File: config.mk
export PLATFORM = sky130hd
export DESIGN_NAME = stride_prefetch_engine
export DESIGN_NICKNAME = d
export VERILOG_FILES = /design/src/rtl/spf_pkg.sv /design/src/rtl/spf_lru.sv /design/src/rtl/spf_stream_table.sv /design/src/rtl/spf_burst_issuer.sv /design/src/rtl/stride_prefetch_engine.sv
export SDC_FILE = /design/constraint.sdc
export NUM_CORES = 2
export LEC_CHECK = 0
export BUFFER_PORTS_ARGS = -buffer_cell sky130_fd_sc_hd__buf_2
export CAP_MARGIN = 0
export CORE_ASPECT_RATIO = 1.25
export CORE_MARGIN = 4
export CORE_UTILIZATION = 42
export CTS_BUF_LIST = sky130_fd_sc_hd__clkbuf_16
export CTS_CLUSTER_DIAMETER = 150
export DETAILED_ROUTE_END_ITERATION = 12
export PLACE_DENSITY = 0.64
export SYNTH_ARGS = -nofsm -noshare
export SYNTH_HDL_FRONTEND = slang
export SYNTH_HIERARCHICAL = 1
export SYNTH_SLANG_ARGS = --single-unit
File: constraint.sdc
create_clock -name clk -period 18.5 [get_ports clk]
set_input_delay 3.7 -clock clk [delete_from_list [all_inputs] [get_ports clk]]
set_output_delay 3.7 -clock clk [all_outputs]
set_load 0.02 [all_outputs]
File: src/rtl/spf_pkg.sv
package spf_pkg;
    typedef enum logic [1:0] {
        ST_ALLOC = 2'd0,
        ST_TRAIN = 2'd1,
        ST_CONF  = 2'd2
    } conf_e;

    typedef enum logic {
        BS_IDLE  = 1'b0,
        BS_ISSUE = 1'b1
    } burst_e;
endpackage

File: src/rtl/spf_lru.sv
module spf_lru #(
    parameter int NUM_STREAMS = 8,
    localparam int IDX_W = $clog2(NUM_STREAMS)
) (
    input  logic             clk,
    input  logic             rst_n,
    input  logic             touch,
    input  logic [IDX_W-1:0] touch_idx,
    output logic [IDX_W-1:0] victim_idx
);
    logic [IDX_W-1:0] age [NUM_STREAMS];
    logic [NUM_STREAMS-1:0] is_oldest;

    // Ages form a permutation; 0 is newest, NUM_STREAMS-1 oldest.
    always_ff @(posedge clk) begin
        if (!rst_n) begin
            for (int i = 0; i < NUM_STREAMS; i++) age[i] <= IDX_W'(i);
        end else if (touch) begin
            for (int i = 0; i < NUM_STREAMS; i++) begin
                if (IDX_W'(i) == touch_idx)          age[i] <= '0;
                else if (age[i] < age[touch_idx])    age[i] <= age[i] + 1'b1;
            end
        end
    end

    generate
        for (genvar g = 0; g < NUM_STREAMS; g++) begin : g_old
            assign is_oldest[g] = (age[g] == IDX_W'(NUM_STREAMS - 1));
        end
    endgenerate

    always_comb begin
        victim_idx = '0;
        for (int i = 0; i < NUM_STREAMS; i++)
            if (is_oldest[i]) victim_idx = IDX_W'(i);
    end

    p_lru_unique_r8: assert property (@(posedge clk) disable iff (!rst_n)
        $onehot(is_oldest));
endmodule

File: src/rtl/spf_stream_table.sv
module spf_stream_table
    import spf_pkg::*;
#(
    parameter int ADDR_W      = 32,
    parameter int NUM_STREAMS = 8,
    parameter int STRIDE_W    = 16,
    parameter int PAIR_WIN    = 64,
    localparam int IDX_W = $clog2(NUM_STREAMS)
) (
    input  logic                clk,
    input  logic                rst_n,
    input  logic                miss_valid,
    input  logic [ADDR_W-1:0]   miss_addr,
    input  logic [IDX_W-1:0]    victim_idx,
    output logic                touch,
    output logic [IDX_W-1:0]    touch_idx,
    output logic                trig,
    output logic [STRIDE_W-1:0] trig_stride
);
    localparam logic signed [ADDR_W-1:0] WIN_P = ADDR_W'(PAIR_WIN);
    localparam logic signed [ADDR_W-1:0] WIN_N = -WIN_P;

    logic                ent_valid  [NUM_STREAMS];
    conf_e               ent_state  [NUM_STREAMS];
    logic [ADDR_W-1:0]   ent_last   [NUM_STREAMS];
    logic [STRIDE_W-1:0] ent_stride [NUM_STREAMS];

    logic [NUM_STREAMS-1:0] exp_hit, near_hit, is_free;
    logic signed [ADDR_W-1:0] sdiff [NUM_STREAMS];

    generate
        for (genvar g = 0; g < NUM_STREAMS; g++) begin : g_match
            logic [ADDR_W-1:0] pred;
            assign pred = ent_last[g]
                        + {{(ADDR_W-STRIDE_W){ent_stride[g][STRIDE_W-1]}}, ent_stride[g]};
            assign sdiff[g]    = $signed(miss_addr - ent_last[g]);
            assign exp_hit[g]  = ent_valid[g] && (ent_state[g] != ST_ALLOC)
                               && (miss_addr == pred);
            assign near_hit[g] = ent_valid[g] && (ent_state[g] == ST_ALLOC)
                               && (sdiff[g] != '0) && (sdiff[g] <= WIN_P)
                               && (sdiff[g] >= WIN_N);
            assign is_free[g]  = !ent_valid[g];
        end
    endgenerate

    logic             exp_any, near_any, free_any;
    logic [IDX_W-1:0] exp_idx, near_idx, free_idx, tgt_idx;

    // Lowest index wins within each class; stride match beats pairing.
    always_comb begin
        exp_any = 1'b0;  exp_idx  = '0;
        near_any = 1'b0; near_idx = '0;
        free_any = 1'b0; free_idx = '0;
        for (int i = NUM_STREAMS - 1; i >= 0; i--) begin
            if (exp_hit[i])  begin exp_any  = 1'b1; exp_idx  = IDX_W'(i); end
            if (near_hit[i]) begin near_any = 1'b1; near_idx = IDX_W'(i); end
            if (is_free[i])  begin free_any = 1'b1; free_idx = IDX_W'(i); end
        end
        if (exp_any)       tgt_idx = exp_idx;
        else if (near_any) tgt_idx = near_idx;
        else if (free_any) tgt_idx = free_idx;
        else               tgt_idx = victim_idx;
    end

    assign touch       = miss_valid;
    assign touch_idx   = tgt_idx;
    assign trig        = miss_valid && exp_any;
    assign trig_stride = ent_stride[exp_idx];

    always_ff @(posedge clk) begin
        if (!rst_n) begin
            for (int i = 0; i < NUM_STREAMS; i++) begin
                ent_valid[i]  <= 1'b0;
                ent_state[i]  <= ST_ALLOC;
                ent_last[i]   <= '0;
                ent_stride[i] <= '0;
            end
        end else if (miss_valid) begin
            for (int i = 0; i < NUM_STREAMS; i++) begin
                if (IDX_W'(i) == tgt_idx) begin
                    ent_last[i] <= miss_addr;
                    if (exp_any) begin
                        ent_state[i] <= ST_CONF;       // confirm / advance
                    end else if (near_any) begin
                        ent_state[i]  <= ST_TRAIN;     // pair
                        ent_stride[i] <= sdiff[i][STRIDE_W-1:0];
                    end else begin
                        ent_valid[i]  <= 1'b1;         // allocate / replace
                        ent_state[i]  <= ST_ALLOC;
                        ent_stride[i] <= '0;
                    end
                end
            end
        end
    end

    p_trig_confirms_r3: assert property (@(posedge clk) disable iff (!rst_n)
        trig |=> ent_state[$past(tgt_idx)] == ST_CONF);
    p_pair_trains_r2: assert property (@(posedge clk) disable iff (!rst_n)
        (miss_valid && !exp_any && near_any) |=> ent_state[$past(tgt_idx)] == ST_TRAIN);
endmodule

File: src/rtl/spf_burst_issuer.sv
module spf_burst_issuer
    import spf_pkg::*;
#(
    parameter int ADDR_W    = 32,
    parameter int STRIDE_W  = 16,
    parameter int MAX_BURST = 25,
    localparam int LIM_W = $clog2(MAX_BURST + 1)
) (
    input  logic                clk,
    input  logic                rst_n,
    input  logic                miss_valid,
    input  logic                start,
    input  logic [ADDR_W-1:0]   start_addr,
    input  logic [STRIDE_W-1:0] start_stride,
    input  logic [LIM_W-1:0]    limit,
    output logic                pf_valid,
    input  logic                pf_ready,
    output logic [ADDR_W-1:0]   pf_addr
);
    burst_e              state_q, state_d;
    logic [ADDR_W-1:0]   next_q;
    logic [ADDR_W-1:0]   step_q;
    logic [LIM_W-1:0]    remain_q;
    logic [LIM_W-1:0]    lim_eff;
    logic [ADDR_W-1:0]   start_step;
    logic                launch;

    assign lim_eff    = (limit > LIM_W'(MAX_BURST)) ? LIM_W'(MAX_BURST) : limit;
    assign start_step = {{(ADDR_W-STRIDE_W){start_stride[STRIDE_W-1]}}, start_stride};
    assign launch     = start && (lim_eff != '0);

    always_comb begin
        state_d = state_q;
        unique case (state_q)
            BS_IDLE:  if (launch) state_d = BS_ISSUE;
            BS_ISSUE: begin
                if (miss_valid)                            state_d = launch ? BS_ISSUE : BS_IDLE;
                else if (pf_ready && remain_q == LIM_W'(1)) state_d = BS_IDLE;
            end
            default: state_d = BS_IDLE;
        endcase
    end

    always_ff @(posedge clk) begin
        if (!rst_n) begin
            state_q  <= BS_IDLE;
            next_q   <= '0;
            step_q   <= '0;
            remain_q <= '0;
        end else begin
            state_q <= state_d;
            if (launch) begin
                next_q   <= start_addr + start_step;
                step_q   <= start_step;
                remain_q <= lim_eff;
            end else if (state_q == BS_ISSUE && pf_ready && !miss_valid) begin
                next_q   <= next_q + step_q;
                remain_q <= remain_q - 1'b1;
            end
        end
    end

    always_comb begin
        pf_valid = (state_q == BS_ISSUE);
        pf_addr  = next_q;
    end

    p_stall_hold_r6: assert property (@(posedge clk) disable iff (!rst_n)
        (pf_valid && !pf_ready && !miss_valid) |=> (pf_valid && $stable(pf_addr)));
    p_stop_on_miss_r7: assert property (@(posedge clk) disable iff (!rst_n)
        (miss_valid && !start) |=> !pf_valid);
    p_remain_cap_r5: assert property (@(posedge clk) disable iff (!rst_n)
        pf_valid |-> (remain_q != '0 && remain_q <= LIM_W'(MAX_BURST)));
    p_launch_next_r9: assert property (@(posedge clk) disable iff (!rst_n)
        (start && limit != '0) |=> pf_valid);
    p_zero_quiet_r5: assert property (@(posedge clk) disable iff (!rst_n)
        (!pf_valid && start && limit == '0) |=> !pf_valid);
endmodule

File: src/rtl/stride_prefetch_engine.sv
module stride_prefetch_engine #(
    parameter int ADDR_W      = 32,
    parameter int NUM_STREAMS = 8,
    parameter int STRIDE_W    = 16,
    parameter int PAIR_WIN    = 64,
    parameter int MAX_BURST   = 25,
    localparam int LIM_W = $clog2(MAX_BURST + 1),
    localparam int IDX_W = $clog2(NUM_STREAMS)
) (
    input  logic              clk,
    input  logic              rst_n,
    input  logic              miss_valid,
    input  logic [ADDR_W-1:0] miss_addr,
    input  logic [LIM_W-1:0]  burst_limit,
    output logic              pf_valid,
    input  logic              pf_ready,
    output logic [ADDR_W-1:0] pf_addr
);
    logic                touch, trig;
    logic [IDX_W-1:0]    touch_idx, victim_idx;
    logic [STRIDE_W-1:0] trig_stride;

    spf_stream_table #(
        .ADDR_W(ADDR_W), .NUM_STREAMS(NUM_STREAMS),
        .STRIDE_W(STRIDE_W), .PAIR_WIN(PAIR_WIN)
    ) i_table (
        .clk(clk), .rst_n(rst_n),
        .miss_valid(miss_valid), .miss_addr(miss_addr),
        .victim_idx(victim_idx),
        .touch(touch), .touch_idx(touch_idx),
        .trig(trig), .trig_stride(trig_stride)
    );

    spf_lru #(.NUM_STREAMS(NUM_STREAMS)) i_lru (
        .clk(clk), .rst_n(rst_n),
        .touch(touch), .touch_idx(touch_idx),
        .victim_idx(victim_idx)
    );

    spf_burst_issuer #(
        .ADDR_W(ADDR_W), .STRIDE_W(STRIDE_W), .MAX_BURST(MAX_BURST)
    ) i_issuer (
        .clk(clk), .rst_n(rst_n),
        .miss_valid(miss_valid), .start(trig),
        .start_addr(miss_addr), .start_stride(trig_stride),
        .limit(burst_limit),
        .pf_valid(pf_valid), .pf_ready(pf_ready), .pf_addr(pf_addr)
    );

    p_reset_idle_r1: assert property (@(posedge clk)
        !rst_n |=> !pf_valid);
endmodule

==> impl_metrics.ini <==
[outcome]
status = finished, final reports clean

[critical_path]
reg2regPathDepth = 27
critical-path-slowest-cell = a2111oi_2
crit_end = i_lru/age[2][2]$_SDFFCE_PN0P_
path_class = input port to register
worstPathCellList = buf_2, inv_1, ha_1, fa_1, nand2b_1, a21o_1, a2111oi_2, o31a_1, nor2_1, or4_1, or4_1, nand4b_1, o41ai_2, nor2_1, a31oi_4, inv_2, mux4_2, mux2i_1, ha_1, o21a_1, a2111oi_0, a31oi_1, nand3b_1
startpoint = miss_addr[0]
worstSetupEndpointType = register
r2r_slack_ps = 8850
rr_endpoint = i_issuer/pf_addr[30]$_SDFFE_PN0P_
slowest_delay_ps = 760
worstPathArrival_ps = 13060
crit-reg2reg-launch = i_table/ent_stride[3][15]$_SDFFCE_PP0P_
required_ps = 18900
cp-start-kind = input port
crit_fanout = 27

[timing]
fin_skew_ps = 39.75
tns_ps = 0
finalHoldViolCount = 0
setup_viol = 0
relSlewSlack = 0.1583
clock.fmax_mhz = 78.99
rsz0062_at_grt = false
finalCritPeriodShare = 0.6843
drv_slew = 0
worst_pin_slew_ps = 1260
period_needed_ps = 12660

[clock_network]
cts_root_buf = clkbuf_16
clk_latency_ps = 710
post_cts_resized = 0
cts_buffers = 57
post_cts_buffers = 0
path_clk_slew_ps = 60
cts_buffer_depth = 3
htree_levels = 2
cts.hold.buffers_added = 0
cts_sinks = 486
cts_tree = done

[placement]
place.detailed.hpwl_um = 255400
io_buffer_count = 73
place_congestion = 1.006

[power]
combPwrFrac = 0.486
p_sw_frac = 0.4501
p_leak_nw = 28.36
finalPower_mw = 4.852
p_sw_mw = 2.183
p_per_area_mw_per_mm2 = 67.15
internal-power_mw = 2.668
vdd_ir_drop_max_mv = 0.09094
pwr-share-seq = 0.276
power_frac_clock = 0.238

[routing]
drc = 0
vias_per_cell = 6.765
drtIter0Drc = 7879
drtAntennaViolNets = 0
dr_total_vias = 73149
wl_per_cell_um = 29.99
firstDrtPassIters = 8
wirelength_um = 324300

[finish]
final_nets = 9251
syn_to_final_growth_pct = 6.375
final_cell_mix = 795 x nand2_1, 735 x a21oi_1, 668 x nor2_1, 591 x ha_1, 454 x inv_1
drive_above_1_share = 0.06430
final_common_cell = nand2_1

[logic_synthesis]
ys_warn_count = 6
async_flop_share = 0
netlist_area_mm2 = 0.06792
ys_seq_area_frac = 0.2062
avgSynthCellArea_um2 = 7.748
ys_ff_latch = 486
yosysTopAreaCell = edfxtp_1
synth_top_area_frac = 0.1888
ys.flop_type = edfxtp_1
syn-num-nets = 9417
synth_edf_count = 427
synth_area_leaders = edfxtp_1 19%, ha_1 11%, a21oi_1 5.4%
yosysUniqueCellTypes = 134
postSynthCellCount = 8767

[global_routing]
grt_pass1_wl_um = 463900
first_global_vias = 69346
grt.total_usage = 0.3661
grt_max_degree = 75
gr-total-overflow = 0
grt_antenna_before_repair = 19

[die]
start_util = 0.4238
dieArea_mm2 = 0.1683
io-pin-count = 74
die_h_um = 457.6
coreArea_mm2 = 0.1603
rows = 164
die_w_um = 367.7

[hold_path]
hold_class = register to register

[job]
drv_cap = 0
-- critical path: cells and delay by family --
kind | cells | cell delay (ps)
buf+inv | 3 | 1500
fa+ha+maj | 3 | 1230
mux | 2 | 1030
compound gates | 8 | 3600
simple gates | 7 | 1930
-- power by group through the flow --
stage	sequential, mW	combinational, mW	clock (mW)
4_1_cts	1.34	2.29	1.18
5_1_grt	1.34	2.53	1.21
3_5_place_dp	1.36	2.28	0
3_3_place_gp	1.36	2.28	0
2_1_floorplan	1.31	1.59	0
6_report	1.34	2.36	1.16
-- cells by family (layout without fill, tap and decap cells) --
kind of cell / Yosys count / count (layout) / synth area share
flip-flops: 486 / 486 / 0.2062
XOR/XNOR: 570 / 570 / 0.07413
buffers and inverters: 877 / 757 / 0.05080
other: 0 / 8 / 0
AO/OA/AOI/OAI: 2676 / 2676 / 0.2672
multiplexers: 211 / 211 / 0.03283
adder cells (fa/ha/maj): 609 / 609 / 0.1142
AND/OR/NAND/NOR: 3338 / 3338 / 0.2547
-- metal layers --
| metal | wire length [um] | global-route usage | up-vias |
|---|---|---|---|
| met3 | 26550 | 0.05958 | 1029 |
| met1 | 120500 | 0.4297 | 35274 |
| li1 | - | - | 33155 |
| met5 | 39 | 0 | - |
| met2 | 148600 | 0.6073 | 3683 |
| met4 | 28570 | 0.2609 | 8 |
-- through the flow --
step                      cells  hold WS [ps]  instance area [um^2]  worst slack [ps]  utilization
after floorplan            8767         440.0                 67920              7053            -
after global placement    10700         453.6                 70390              5391       0.4393
after detailed placement  10700         458.3                 70390              5295       0.4393
after CTS                 10805         465.7                 72230              6040       0.4507
after global routing      10805         487.6                 72230              5339       0.4507
final                     10813         461.8                 72250              5840       0.4509
-- final cells by class --
class                           instances  area [um^2]
Fill cell                           16267        88010
Multi-Input combinational cell       7404        50660
Sequential cell                       486        14000
Tap cell                             2158         2700
Inverter                              448         1683
Clock buffer                           58         1451
Timing Repair Buffer                  204         1351
Clock inverter                         47        387.9
Antenna cell                            8        20.02
-- Yosys cell counts (55+ instances only) --
master / instances
nand2_1: 799
a21oi_1: 735
nor2_1: 668
ha_1: 591
inv_1: 443
o21ai_0: 439
edfxtp_1: 427
nor3_1: 372
clkbuf_1: 343
xnor2_1: 329
nand4_1: 277
nand3_1: 248
xor2_1: 238
a21o_1: 192
nor4_1: 181
mux2i_1: 165
o211ai_1: 134
o21a_1: 129
a211oi_1: 123
or3_1: 95
a31oi_1: 83
and3_1: 82
o21bai_1: 74
and2_1: 73
nand2b_1: 70
nor2b_1: 66
or4_1: 64
buf_2: 63
dfxtp_1: 59
o31ai_1: 55
-- worst min-delay path by stage --
stage,from,endpoint,slack (ps),cells after the start
2_1_floorplan,i_issuer/step_q[0]$_SDFFE_PN0P_,i_issuer/step_q[0]$_SDFFE_PN0P_,440,2
3_3_place_gp,i_issuer/step_q[0]$_SDFFE_PN0P_,i_issuer/step_q[0]$_SDFFE_PN0P_,450,2
3_5_place_dp,i_issuer/step_q[5]$_SDFFE_PN0P_,i_issuer/step_q[5]$_SDFFE_PN0P_,460,2
4_1_cts,i_issuer/step_q[5]$_SDFFE_PN0P_,i_issuer/step_q[5]$_SDFFE_PN0P_,470,2
5_1_grt,i_issuer/step_q[4]$_SDFFE_PN0P_,i_issuer/step_q[4]$_SDFFE_PN0P_,490,2
6_report,i_issuer/step_q[5]$_SDFFE_PN0P_,i_issuer/step_q[5]$_SDFFE_PN0P_,460,2
-- flip-flops by register name, summed over array words and instances (netlist names) --
signal,cells
i_table/ent_last,256
i_table/ent_stride,128
i_issuer/pf_addr,32
i_lru/age,24
i_issuer/step_q,16
i_table/ent_state,16
i_table/ent_valid,8
i_issuer/remain_q,5
i_issuer/pf_valid,1
Note: power is estimated with default switching activity, not from simulation.
